### src/rtl/spi_rx_pkg.sv
`timescale 1ns/1ps
// Shared types for the serial master receiver.
// Assumes: mode bits are latched together at frame start.
package spi_rx_pkg;

    typedef struct packed {
        logic len_short;   // frame is one bit shorter than the maximum
        logic lsb_first;   // first captured bit goes to bit 0
        logic cpol;        // resting clock level
        logic early;       // first capture half a period before the clock moves
        logic cont;        // back-to-back frames, buffer interrupt
    } rx_mode_t;

endpackage

### src/rtl/spi_rx_clkdiv.sv
`timescale 1ns/1ps
// Two-stage clock divider: a power-of-two prescaler followed by a divide
// of 1..2^DIV_W. Emits one tick per serial half period while run is high.
// Assumes: sel and div stay stable while run is high; counters restart when run is low.
module spi_rx_clkdiv #(
    parameter int PSEL_W = 4,
    parameter int DIV_W  = 7
) (
    input  logic              clk,
    input  logic              rst_n,
    input  logic              run,
    input  logic [PSEL_W-1:0] sel,
    input  logic [DIV_W-1:0]  div,
    output logic              tick
);
    localparam int PRE_W = (1 << PSEL_W) - 1;

    logic [PRE_W-1:0] pre_q;
    logic [PRE_W-1:0] pre_max;
    logic [PRE_W:0]   one_sh;
    logic [DIV_W-1:0] div_q;
    logic [DIV_W-1:0] div_max;
    logic             pre_done;

    // Terminal counts; a total of 1 is raised to 2 to keep the clock at or below sysclk/4.
    always_comb begin
        one_sh   = (PRE_W+1)'(1) << sel;
        pre_max  = PRE_W'(one_sh - 1'b1);
        div_max  = (sel == '0 && div == '0) ? DIV_W'(1) : div;
        pre_done = (pre_q == pre_max);
        tick     = run && pre_done && (div_q == div_max);
    end

    // Prescaler and second-stage counters.
    always_ff @(posedge clk) begin
        if (!rst_n || !run) begin
            pre_q <= '0;
            div_q <= '0;
        end else if (pre_done) begin
            pre_q <= '0;
            div_q <= (div_q == div_max) ? '0 : div_q + 1'b1;
        end else begin
            pre_q <= pre_q + 1'b1;
        end
    end


    min_half_period_chk: assert property (@(posedge clk) disable iff (!rst_n)
        tick |=> !tick);

endmodule

### src/rtl/spi_rx_engine.sv
`timescale 1ns/1ps
// Frame sequencer: counts half periods, forms the serial clock, captures
// bits in the chosen order and issues a buffer write and an end strobe.
// Assumes: tick comes from a divider running while busy is high.
module spi_rx_engine
    import spi_rx_pkg::*;
#(
    parameter int DATA_W = 8,
    parameter int PSEL_W = 4,
    parameter int DIV_W  = 7
) (
    input  logic              clk,
    input  logic              rst_n,
    input  rx_mode_t          mode_in,
    input  logic [PSEL_W-1:0] sel_in,
    input  logic [DIV_W-1:0]  div_in,
    input  logic              start,
    input  logic              miso,
    input  logic              tick,
    output logic              busy,
    output logic              sclk,
    output logic [PSEL_W-1:0] lat_sel,
    output logic [DIV_W-1:0]  lat_div,
    output logic              wr_stb,
    output logic [DATA_W-1:0] wr_word,
    output logic              end_stb,
    output logic              cont_l
);
    localparam int CNT_W = $clog2(2*DATA_W + 2);

    rx_mode_t          lat_q;
    logic [PSEL_W-1:0] sel_q;
    logic [DIV_W-1:0]  div_q;
    logic              busy_q, ph_q, pend_q;
    logic [CNT_W-1:0]  h_q, h_nx, n_bits, last_h, last_smp;
    logic [DATA_W-1:0] sh_q, sh_nx;
    logic              sample_now, toggle_now, restart, start_ok;

    // Frame geometry, edge decisions and the shifted word.
    always_comb begin
        n_bits     = lat_q.len_short ? CNT_W'(DATA_W-1) : CNT_W'(DATA_W);
        last_smp   = CNT_W'(n_bits << 1) - 1'b1;
        last_h     = CNT_W'(n_bits << 1) + CNT_W'(lat_q.early);
        h_nx       = h_q + 1'b1;
        sample_now = tick && h_nx[0];
        toggle_now = tick && (!lat_q.early || h_nx >= CNT_W'(2));
        sh_nx      = lat_q.lsb_first ? {miso, sh_q[DATA_W-1:1]}
                                     : {sh_q[DATA_W-2:0], miso};
        wr_stb     = sample_now && (h_nx == last_smp);
        wr_word    = (lat_q.lsb_first && lat_q.len_short) ? (sh_nx >> 1) : sh_nx;
        end_stb    = tick && (h_nx == last_h);
        restart    = end_stb && (pend_q || (start && lat_q.cont));
        start_ok   = start && !busy_q;
    end

    // Frame state: launch, half-period stepping, queued restart, finish.
    always_ff @(posedge clk) begin
        if (!rst_n) begin
            busy_q <= 1'b0;
            ph_q   <= 1'b0;
            pend_q <= 1'b0;
            h_q    <= '0;
            sh_q   <= '0;
            lat_q  <= '0;
            sel_q  <= '0;
            div_q  <= '0;
        end else if (start_ok || restart) begin
            busy_q <= 1'b1;
            ph_q   <= 1'b0;
            pend_q <= 1'b0;
            h_q    <= '0;
            sh_q   <= '0;
            lat_q  <= mode_in;
            sel_q  <= sel_in;
            div_q  <= div_in;
        end else if (busy_q) begin
            if (start && lat_q.cont) pend_q <= 1'b1;
            if (tick)       h_q    <= h_nx;
            if (toggle_now) ph_q   <= ~ph_q;
            if (sample_now) sh_q   <= sh_nx;
            if (end_stb)    busy_q <= 1'b0;
        end
    end

    assign busy    = busy_q;
    assign sclk    = busy_q ? (lat_q.cpol ^ ph_q) : mode_in.cpol;
    assign lat_sel = sel_q;
    assign lat_div = div_q;
    assign cont_l  = lat_q.cont;


    busy_hold_chk: assert property (@(posedge clk) disable iff (!rst_n)
        (busy_q && !end_stb) |=> busy_q);

    clock_rest_chk: assert property (@(posedge clk) disable iff (!rst_n)
        end_stb |=> !ph_q);

    tick_in_frame_chk: assert property (@(posedge clk) disable iff (!rst_n)
        tick |-> busy_q);

endmodule

### src/rtl/spi_rx_buffer.sv
`timescale 1ns/1ps
// One-entry receive buffer with valid/read handshake and sticky overrun.
// Assumes: a write and a read in the same cycle hand over without overrun.
module spi_rx_buffer #(
    parameter int DATA_W = 8
) (
    input  logic              clk,
    input  logic              rst_n,
    input  logic              wr,
    input  logic [DATA_W-1:0] wdata,
    input  logic              rd,
    input  logic              ovr_clr,
    output logic [DATA_W-1:0] data,
    output logic              valid,
    output logic              ovr
);
    // Buffer contents, occupancy and overrun flag.
    always_ff @(posedge clk) begin
        if (!rst_n) begin
            data  <= '0;
            valid <= 1'b0;
            ovr   <= 1'b0;
        end else begin
            if (wr) data <= wdata;
            valid <= wr || (valid && !rd);
            ovr   <= (wr && valid && !rd) || (ovr && !ovr_clr);
        end
    end


    ovr_sticky_chk: assert property (@(posedge clk) disable iff (!rst_n)
        (ovr && !ovr_clr) |=> ovr);

    read_clear_chk: assert property (@(posedge clk) disable iff (!rst_n)
        (rd && valid && !wr) |=> !valid);

endmodule

### src/rtl/spi_master_rx.sv
`timescale 1ns/1ps
// Top of the serial master receiver: ties the frame sequencer, the clock
// divider and the receive buffer together and registers the interrupt.
// Assumes: configuration inputs change only while busy is low.
module spi_master_rx
    import spi_rx_pkg::*;
#(
    parameter int DATA_W = 8,
    parameter int PSEL_W = 4,
    parameter int DIV_W  = 7
) (
    input  logic              clk,
    input  logic              rst_n,
    input  logic              cfg_len7,
    input  logic              cfg_lsb_first,
    input  logic              cfg_cpol,
    input  logic              cfg_early,
    input  logic [PSEL_W-1:0] cfg_prescale,
    input  logic [DIV_W-1:0]  cfg_div,
    input  logic              cfg_cont,
    input  logic              start,
    input  logic              miso,
    output logic              sclk,
    output logic              busy,
    output logic [DATA_W-1:0] rx_data,
    output logic              rx_valid,
    input  logic              rx_read,
    output logic              ovr_flag,
    input  logic              ovr_clear,
    output logic              irq
);
    rx_mode_t          mode_in;
    logic [PSEL_W-1:0] lat_sel;
    logic [DIV_W-1:0]  lat_div;
    logic              tick, wr_stb, end_stb, cont_l, irq_q;
    logic [DATA_W-1:0] wr_word;

    // Gather the mode bits into one struct.
    always_comb begin
        mode_in.len_short = cfg_len7;
        mode_in.lsb_first = cfg_lsb_first;
        mode_in.cpol      = cfg_cpol;
        mode_in.early     = cfg_early;
        mode_in.cont      = cfg_cont;
    end

    spi_rx_engine #(.DATA_W(DATA_W), .PSEL_W(PSEL_W), .DIV_W(DIV_W)) u_engine (
        .clk(clk), .rst_n(rst_n), .mode_in(mode_in), .sel_in(cfg_prescale),
        .div_in(cfg_div), .start(start), .miso(miso), .tick(tick),
        .busy(busy), .sclk(sclk), .lat_sel(lat_sel), .lat_div(lat_div),
        .wr_stb(wr_stb), .wr_word(wr_word), .end_stb(end_stb), .cont_l(cont_l)
    );

    spi_rx_clkdiv #(.PSEL_W(PSEL_W), .DIV_W(DIV_W)) u_clkdiv (
        .clk(clk), .rst_n(rst_n), .run(busy), .sel(lat_sel), .div(lat_div),
        .tick(tick)
    );

    spi_rx_buffer #(.DATA_W(DATA_W)) u_buffer (
        .clk(clk), .rst_n(rst_n), .wr(wr_stb), .wdata(wr_word), .rd(rx_read),
        .ovr_clr(ovr_clear), .data(rx_data), .valid(rx_valid), .ovr(ovr_flag)
    );

    // Interrupt pulse: word arrival in continuous mode, frame end otherwise.
    always_ff @(posedge clk) begin
        if (!rst_n) irq_q <= 1'b0;
        else        irq_q <= (wr_stb && cont_l) || (end_stb && !cont_l);
    end

    assign irq = irq_q;


    irq_pulse_chk: assert property (@(posedge clk) disable iff (!rst_n)
        irq_q |=> !irq_q);

endmodule

### config.mk
export PLATFORM = sky130hd
export DESIGN_NAME = spi_master_rx
export DESIGN_NICKNAME = d
export VERILOG_FILES = /design/src/rtl/spi_rx_pkg.sv /design/src/rtl/spi_rx_clkdiv.sv /design/src/rtl/spi_rx_engine.sv /design/src/rtl/spi_rx_buffer.sv /design/src/rtl/spi_master_rx.sv
export SDC_FILE = /design/constraint.sdc
export NUM_CORES = 1
export LEC_CHECK = 0
export BUFFER_PORTS_ARGS = -buffer_cell sky130_fd_sc_hd__buf_2
export CORE_ASPECT_RATIO = 2
export CORE_MARGIN = 8
export CORE_UTILIZATION = 60
export DETAILED_ROUTE_END_ITERATION = 12
export PLACE_DENSITY = 0.86
export SLEW_MARGIN = 10
export SYNTH_ARGS = -nofsm -noshare
export SYNTH_HDL_FRONTEND = slang
export SYNTH_SLANG_ARGS = --single-unit
### constraint.sdc
create_clock -name clk -period 3.65 [get_ports clk]
set_clock_uncertainty 0.15 [all_clocks]
set_input_delay 0.73 -clock clk [delete_from_list [all_inputs] [get_ports clk]]
set_output_delay 0.73 -clock clk [all_outputs]
set_load 0.01 [all_outputs]
Yosys cells after proc, flatten, opt, wreduce, memory -nomap -nowiden:

Index checks and enable logic that the tools add are counted.

* logic and storage cells: 80
* output and inout port bits: 13
* register bits: 65
* input bits: 22

* eq/ne operators: 4
* multiplexer cells: 9
* $lt $le $gt $ge: 1
* reductions and logical operators: 38
* add/subtract/negate cells: 6
* shift operators: 1
* bitwise operators: 3

Operators by type and width (count)
* 1-bit logical AND: 17
* 8-bit two-way mux: 2
* 15-bit by 1-bit adder with 15-bit output (second input constant): 1
* 15-bit equality test: 1
* 1-bit by 4-bit << shifter with 15-bit output (first input constant): 1
* 15-bit by 1-bit subtractor with 15-bit output (second input constant): 1
* 7-bit two-way mux: 2
* 5-bit equality test: 2
* 2-bit AND reduction: 4
* 7-bit by 1-bit adder with 7-bit output (second input constant): 1
* 7-bit equality test: 1
* 7-bit zero test: 1
* 1-bit logical OR: 7
* 1-bit zero test: 6
* 5-bit by 1-bit adder with 5-bit output: 1
* 5-bit by 1-bit adder with 5-bit output (second input constant): 1
* 5-bit by 2-bit >= comparator with 1-bit output (second input constant): 1
* 5-bit by 1-bit subtractor with 5-bit output (second input constant): 1
* 4-bit zero test: 1
* 1-bit two-way mux: 4
* 4-bit two-way mux: 1
* 2-bit OR reduction: 2
* 1-bit NOT: 2
* 1-bit XOR: 1

Logic depth before layout (Yosys ltp):

Gate-level depths: netlist of the first run.

* word-level depth: 10
* gate-level depth with buffers: 15
* depth with buffers taken out: 11

Cells and area by module:

A second synthesis of the first run with hierarchy kept.

* cells, all modules: 458
* area, all modules: 3852.4 sq um

Modules (own cells, without submodules)
* spi_rx_clkdiv: instances 1, sequential area each 440.4 sq um, area an instance 1818.0 sq um, cells an instance 231
* spi_rx_engine: instances 1, sequential area each 640.6 sq um, area an instance 1621.6 sq um, cells an instance 192
* spi_rx_buffer: instances 1, sequential area each 200.2 sq um, area an instance 376.6 sq um, cells an instance 32
* spi_master_rx: instances 1, sequential area each 20.0 sq um, area an instance 36.3 sq um, cells an instance 3

Worst setup path after synthesis of the first run:

OpenSTA, ideal clock, no wires.

* kind: register to register
* from: register u_engine.sel_q[1], in the netlist u_engine.lat_sel[1]
* to: register u_buffer.data[1]
* period minus slack after synthesis: 3124 ps
* arrival: 2903 ps
* path buffers: 3
* required time: 3428 ps
* cell stages (with the launch flop): 15
* setup time: 72 ps
* path slack: 526 ps
* cells stage by stage: dfxtp_1 -> buf_6 -> nor4_4 -> inv_1 -> ha_1 -> buf_2 -> and2_1 -> o211ai_1 -> a211oi_1 -> nor4_2 -> nand4_4 -> nor2_8 -> and2_4 -> buf_12 -> mux2i_1

* word-level cells in the longest chain between the ends: 7
* elaborated cells between the ends (all ways): 11
* classes of those cells: 1 x add/sub; 2 x eq/ne; 1 x shift; 1 x mux; 6 x reduce/logical

RTL lines
* start, declared: line spi_rx_engine.sv:32 `logic [PSEL_W-1:0] sel_q;`
* start signal, assigned: line spi_rx_engine.sv:74 `sel_q <= sel_in;`
* 1-bit by 4-bit << shifter with 15-bit output / 4-bit zero test (equally long branches): line spi_rx_clkdiv.sv:27, spi_rx_clkdiv.sv:29
* 15-bit by 1-bit subtractor with 15-bit output / 1-bit logical AND (equally long branches): line spi_rx_clkdiv.sv:28, spi_rx_clkdiv.sv:29
* 15-bit equality test / 7-bit two-way mux (equally long branches): line spi_rx_clkdiv.sv:30, spi_rx_clkdiv.sv:29
* 1-bit logical AND / 7-bit equality test (equally long branches): line spi_rx_clkdiv.sv:31 `tick = run && pre_done && (div_q == div_max);`
* 1-bit logical AND *: line spi_rx_clkdiv.sv:31
* 1-bit logical AND *: line spi_rx_engine.sv:45 `sample_now = tick && h_nx[0];`
* 1-bit logical AND *: line spi_rx_engine.sv:49 `wr_stb = sample_now && (h_nx == last_smp);`
* end signal, assigned: line spi_rx_buffer.sv:24 `if (wr) data <= wdata;`
* end, declared: line spi_rx_buffer.sv:13 `output logic [DATA_W-1:0] data,`

Mark *: on every way between the ends. The rest lies on a longest branch, timed or not.
A chain may end at the register's enable or synchronous reset.

Worst setup path in the final report of the first run:

* from: register u_engine.sel_q[1], in the netlist u_engine.lat_sel[1]
* to: register u_buffer.data[6]

Same word-level chain as after synthesis.

==> metrics.md, run 1 <==
| Metric | Value |
|---|---|
| Slowest stage delay, CP | `0.38 ns` |
| Pwr Total | `1.905 mW` |
| Ys async rst share | `0%` |
| Final Critical Period | `3.462 ns` |
| Largest net degree at the start of global routing | `47` |
| Clock sink count | `65` |
| Kind of critical path | `register to register` |
| Syn Inst Count | `446` |
| Routed WL per cell | `16.89 microns` |
| Number of vias per cell | `6.013` |
| CTS tree | `done` |
| Top FF cell, synth | `dfxtp_1` |
| Detail Placement HPWL | `6885 microns` |
| Most used cell, CP | `nor4_4` |
| Largest delay share family, worst path | `simple AND/OR/NAND/NOR gates` |
| Die ar. | `9336 sq um` |
| Top-area cell type share of the netlist area | `34.04%` |
| Pre-antenna DRT Iters | `5` |
| Ports | `35` |
| Layout Nets | `497` |
| Crit end category | `register` |
| Slew @ Worst Pin | `0.8706 ns` |
| Via count | `3361` |
| Netlist cell types | `71` |
| Clock power share | `48.2%` |
| Psw | `0.4589 mW` |
| Worst hold path class | `register to register` |
| Clock transition at the registers of the reported paths | `0.05 ns` |
| Initial DRC count | `204` |
| H-Tree Depth | `3` |
| Setup WS pre-CTS | `0.1666 ns` |
| Sequential area share after synthesis | `34.04%` |
| Synth top area cells | `dfxtp_1, mux2i_1, xor2_1` |
| # diodes | `0` |
| Slew Viols, Final | `0` |
| Mapped cell area | `3822 sq um` |
| Area leader, netlist | `dfxtp_1` |
| Chip Width | `72.44 microns` |
| Worst VDD drop | `465.8 uV` |
| Antenna violations before repair | `0` |
| WP buf/inv | `1` |
| TritonCTS buffer count | `9` |
| Internal power | `1.446 mW` |
| Initial Utilization | `61.08%` |
| Port Buffers | `34` |
| Vias in the first global route | `3299` |
| Status | `complete, no violations` |
| Cell area after layout | `4294 sq um` |
| Num rows | `41` |
| Number of synthesized flops with an enable pin | `0` |
| Final GP Congestion | `0.9797` |
| Switching Fraction | `24.09%` |
| Core area | `6259 sq um` |
| Final hold violation count | `0` |
| FMAX | `0.2888 GHz` |
| WP data arrival | `3.57 ns` |
| WP data required | `3.76 ns` |
| Gr usage total | `21.17%` |
| Number of synthesized register bits | `65` |
| Number of max-cap violations | `0` |
| Mean area per synthesized cell | `8.570 sq um` |
| Ys Warns | `0` |
| First-pass GRT wire length | `15450 microns` |
| Commonest non-fill, non-tap cell in the layout | `dfxtp_1` |
| Final setup vio count | `0` |
| Synth Net Count | `473` |
| DRC errors left | `0` |
| Reg power frac | `39.4%` |
| Tcrit/Tclk final | `94.86%` |
| Die height | `128.9 microns` |
| Fillers | `506` |
| Critical path, cell by cell | `nor4_4 -> inv_1 -> ha_2 -> and4b_1 -> o21ai_0 -> o2111ai_1 -> nor4_4 -> nand4_4 -> nor2_8 -> and2_4 -> mux2i_1` |
| Clk_lat worst skew | `0.33 ns` |
| Slew margin rel. | `41.88%` |
| Critical path startpoint category | `register` |
| Setup TNS | `0 ns` |
| Leak Pwr | `1.598 nW` |
| WHS | `0.3017 ns` |
| Worst Slack Setup Final | `0.1876 ns` |
| Max clock buf depth | `2` |
| Gate power share | `12.4%` |
| Placed Area | `3963 sq um` |
| Crit-path slowest cell | `nor4_4` |
| Grt ovf | `0` |
| ANT nets after route | `0` |
| P&R area growth vs syn | `12.34%` |
| Power Dens Cells | `443.6 nW/um^2` |
| Most frequent cells in the layout | `dfxtp_1, nor2_1, nand2_1` |
| Setup Fix Bufs, Post-CTS | `0` |
| Worst-path fanout max | `12` |
| Final Routed Wirelength | `9443 microns` |
| Root buf cell | `clkbuf_16` |
| Share of cells above drive strength 1 | `18.82%` |
-- power groups by stage --
| stage | Combinational [mW] | Clock [mW] | Sequential (mW) |
|---|---|---|---|
| 4_1_cts | 0.228 | 0.934 | 0.750 |
| 3_5_place_dp | 0.226 | 0 | 0.765 |
| 2_1_floorplan | 0.191 | 0 | 0.749 |
| 5_1_grt | 0.256 | 0.975 | 0.753 |
| 6_report | 0.236 | 0.918 | 0.751 |
| 3_3_place_gp | 0.219 | 0 | 0.764 |
-- stage by stage --
step           cells  util, %
2_1_floorplan    446        -
3_3_place_gp     545    63.31
3_5_place_dp     545    63.31
4_1_cts          559    68.39
5_1_grt          559    68.61
6_report         559    68.61
-- per-layer routing --
metal  track usage [%]  share of wire [%]  vias up
met2             39.38                 55      118
met3             5.300                4.2       33
li1                  -                  -     1610
met4             13.42                4.4        0
met5                 0                  0        -
met1             19.55                 36     1600
-- worst min-delay path, delay by kind of cell, from the launching register on --
| kind | cells | cell delay [ns] |
|---|---|---|
| DFF | 1 | 0.30 |
| and+or+nand+nor | 1 | 0.05 |
| muxes | 1 | 0.05 |
-- final cells by class --
type                       instances  area (sq um)  area share (%)
multi-input combinational        341          2292           53.38
tap                               86         107.6           2.506
sequential                        65          1301           30.30
clock inverter                     3         65.06           1.515
clock buffer                      11         252.7           5.886
timing repair buffer              43         237.7           5.536
inverter                          10         37.54          0.8741
-- worst paths after layout --
kind | slack [ns] | end | from | cells after the start
min | 0.30 | u_buffer.data[2]$_SDFFE_PN0P_ | u_buffer.data[2]$_SDFFE_PN0P_ | 2
max reg2reg | 0.19 | u_buffer.data[6]$_SDFFE_PN0P_ | u_engine.lat_sel[1]$_SDFFE_PN0P_ | 11
min reg2reg | 0.30 | u_buffer.data[2]$_SDFFE_PN0P_ | u_buffer.data[2]$_SDFFE_PN0P_ | 2
max | 0.19 | u_buffer.data[6]$_SDFFE_PN0P_ | u_engine.lat_sel[1]$_SDFFE_PN0P_ | 11
-- Yosys cell counts, types with 10 or more instances --
master and n:
a21oi_1 15, nand3_1 30, xnor2_1 13, dfxtp_1 65
o21ai_0 24, xor2_1 25, nand2_1 46, inv_1 10
o211ai_1 11, mux2i_1 23, nor2_1 49
-- cells by family after synthesis --
| family | Yosys count | synth area share [%] |
|---|---|---|
| and+or+nand+nor | 188 | 25.92 |
| AOI/OAI and AO/OA | 80 | 15.25 |
| DFF | 65 | 34.04 |
| buffers and inverters | 40 | 6.350 |
| xor gates and xnor gates | 38 | 8.707 |
| muxes | 30 | 8.085 |
| adders and majority gates | 5 | 1.637 |
-- flip-flops by register name (all words and copies together) (netlist names), 4 cells and up --
signal	count
u_clkdiv.pre_q	15
u_buffer.data	8
u_engine.sh_q	8
u_clkdiv.div_q	7
u_engine.lat_div	7
u_engine.h_q	5
u_engine.lat_q	4
u_engine.lat_sel	4
-- what timing repair did --
action                                  CTS  global route
hold buffers                              0             0
endpoints found under the setup margin    0            24
hold endpoints to repair                  0             0
gates resized for setup                   0             3
(Power assumes the default switching activity.)
==> inputs of run 2 (changes only) <==
--- a/config.mk
+++ b/config.mk
@@ -7,9 +7,10 @@
 export LEC_CHECK = 0
 export BUFFER_PORTS_ARGS = -buffer_cell sky130_fd_sc_hd__buf_2
 export CORE_ASPECT_RATIO = 2
-export CORE_MARGIN = 8
+export CORE_MARGIN = 1
 export CORE_UTILIZATION = 60
 export DETAILED_ROUTE_END_ITERATION = 12
+export GPL_TIMING_DRIVEN = 0
 export PLACE_DENSITY = 0.86
 export SLEW_MARGIN = 10
 export SYNTH_ARGS = -nofsm -noshare
==> metrics.md, run 2 (same netlist as run 1, synthesis figures left out) <==
| Metric | Value |
|---|---|
| Chip Width | `58.44 microns (-19%)` |
| FMAX | `0.2855 GHz (-1.1%)` |
| Final setup vio count | `0 (unchanged)` |
| WP data arrival | `3.61 ns (+0.04 ns)` |
| Biggest register | `u_clkdiv.pre_q` |
| Number of vias per cell | `5.966 (-0.78%)` |
| Metal3 WL | `333 microns (-17%)` |
| Worst hold start | `u_buffer.data[0]$_SDFFE_PN0P_` |
| Worst hold path class | `register to register` |
| Worst-path fanout max | `10 (-2)` |
| Multi-input combinational cell area | `2315 sq um (+0.98%)` |
| ANT nets after route | `0 (unchanged)` |
| Final hold violation count | `0 (unchanged)` |
| Final Routed Wirelength | `9719 microns (+2.9%)` |
| TritonCTS buffer count | `9 (unchanged)` |
| Final GP Congestion | `0.9347 (-4.6%)` |
| Crit end category | `register` |
| Slew Viols, Final | `0 (unchanged)` |
| R2R setup slack | `0.15 ns (-0.04 ns)` |
| Num rows | `40 (-2.4%)` |
| Routed WL per cell | `16.61 microns (-1.7%)` |
| Final Critical Period | `3.502 ns (+0.04002 ns)` |
| Pre-antenna DRT Iters | `5 (unchanged)` |
| Clk_lat worst skew | `0.33 ns (about the same)` |
| Number of max-cap violations | `0 (unchanged)` |
| Slew @ Worst Pin | `0.5973 ns (-0.2733 ns)` |
| Largest regs | `u_clkdiv.pre_q: 15 flops, u_buffer.data: 8 flops, u_engine.sh_q: 8 flops` |
| Leak Pwr | `1.689 nW (+5.7%)` |
| Hold buffer count at CTS | `0 (unchanged)` |
| DRC errors left | `0 (unchanged)` |
| Fillers | `436 (-14%)` |
| Sequential Area | `1301 sq um (unchanged)` |
| Highest routed layer | `met4` |
| Layout Nets | `523 (+5.2%)` |
| Clock transition at the registers of the reported paths | `0.05 ns (about the same)` |
| Via count | `3490 (+3.8%)` |
| WL met1 | `3456 microns (+1.5%)` |
| Die ar. | `6713 sq um (-28%)` |
| Worst VDD drop | `367.7 uV (-21%)` |
| Gr usage total | `30.01% (+8.8 points)` |
| Detail Placement HPWL | `7020 microns (+2.0%)` |
| H-Tree Depth | `3 (unchanged)` |
| RR Startpoint | `u_engine.lat_sel[3]$_SDFFE_PN0P_` |
| Power Dens Cells | `416.8 nW/um^2 (-6.1%)` |
| Grt ovf | `0 (unchanged)` |
| Critical path startpoint category | `register` |
| Largest net degree at the start of global routing | `11 (-77%)` |
| Port Buffers | `33 (-2.9%)` |
| Commonest non-fill, non-tap cell in the layout | `dfxtp_1` |
| Die height | `114.9 microns (-11%)` |
| CTS tree | `done` |
| Max clock buf depth | `2 (unchanged)` |
| Antenna violations before repair | `0 (unchanged)` |
| Setup TNS | `0 ns (unchanged)` |
| Initial Utilization | `63.12% (+2.0 points)` |
| Vias in the first global route | `3349 (+1.5%)` |
| Kind of critical path | `register to register` |
| Ports | `35 (unchanged)` |
| Core area | `6056 sq um (-3.2%)` |
| Met2 WL | `5445 microns (+4.2%)` |
| P&R area growth vs syn | `17.25%` |
| WP data required | `3.75 ns (about the same)` |
| # diodes | `0 (unchanged)` |
| Largest register FFs | `15 (unchanged)` |
| Slew margin rel. | `60.18% (+18 points)` |
| Pwr Total | `1.868 mW (-1.9%)` |
| Share of cells above drive strength 1 | `20.96% (+2.1 points)` |
| Root buf cell | `clkbuf_16` |
| First-pass GRT wire length | `15080 microns (-2.4%)` |
| Status | `complete, no violations` |
| Clock sink count | `65 (unchanged)` |
| Initial DRC count | `224 (+9.8%)` |
| Most frequent cells in the layout | `dfxtp_1, nor2_1, nand2_1` |
| CP startpoint | `u_engine.lat_sel[3]$_SDFFE_PN0P_` |
| Tcrit/Tclk final | `95.96% (+1.1 points)` |
## run 2: critical path, stage by stage, from the launching register on
cell and delay [ns]:
dfxtp_1 0.33, clkbuf_4 0.20, nor4_4 0.33, inv_1 0.08, ha_1 0.22, buf_2 0.19, and2_1 0.19, o2111a_1 0.28
a211oi_4 0.32, nor4_4 0.11, a41o_2 0.28, a31oi_4 0.26, clkbuf_4 0.28, nand3_1 0.10, o21ai_0 0.11
## run 2: per-layer routing
metal	track usage, %	vias to the layer above
met2	57.39	115
met1	27.20	1653
met5	0	-
met3	5.062	38
li1	-	1684
met4	20.79	0
## run 2: power by group
part / switching [mW] / internal, mW / total (mW)
logic: 0.168 / 0.121 / 0.289
clock network: 0.295 / 0.545 / 0.840
registers: 0.0149 / 0.725 / 0.739
## run 2: final timing paths
| check | end | depth (start not counted) |
|---|---|---|
| setup / recovery | u_engine.lat_div[1]$_SDFFE_PN0P_ | 14 |
| hold / removal | u_buffer.data[0]$_SDFFE_PN0P_ | 2 |
| setup reg to reg | u_engine.lat_div[1]$_SDFFE_PN0P_ | 14 |
| hold reg to reg | u_buffer.data[0]$_SDFFE_PN0P_ | 2 |
## run 2: what timing repair did
item | in CTS | in global routing
buffers inserted | 0 | 6
gates resized for setup | 4 | 7
pin swaps | 0 | 6
endpoints found under the setup margin | 34 | 46
## run 2: per-stage QoR
| step | util (%) | area, sq um | hold WS [ns] | instances | worst slack, ns |
|---|---|---|---|---|---|
| floorplan | - | 3822 | 0.2786 | 446 | 0.5258 |
| global placement | 67.58 | 4093 | 0.2952 | 563 | 0.01785 |
| detailed placement | 67.58 | 4093 | 0.2925 | 563 | -0.09004 |
| CTS | 72.64 | 4399 | 0.3068 | 579 | 0.004630 |
| global route | 74.01 | 4482 | 0.3341 | 585 | -0.04754 |
| finish | 74.01 | 4482 | 0.3086 | 585 | 0.1476 |
## run 2: final cells by class
cell class	instances	share of cell area, %
Tap cell	84	2.345
Multi-Input combinational cell	341	51.65
Inverter	10	0.8375
Clock inverter	3	0.8934
Buffer	30	4.690
Sequential cell	65	29.03
Clock buffer	13	5.583
Timing Repair Buffer	39	4.969
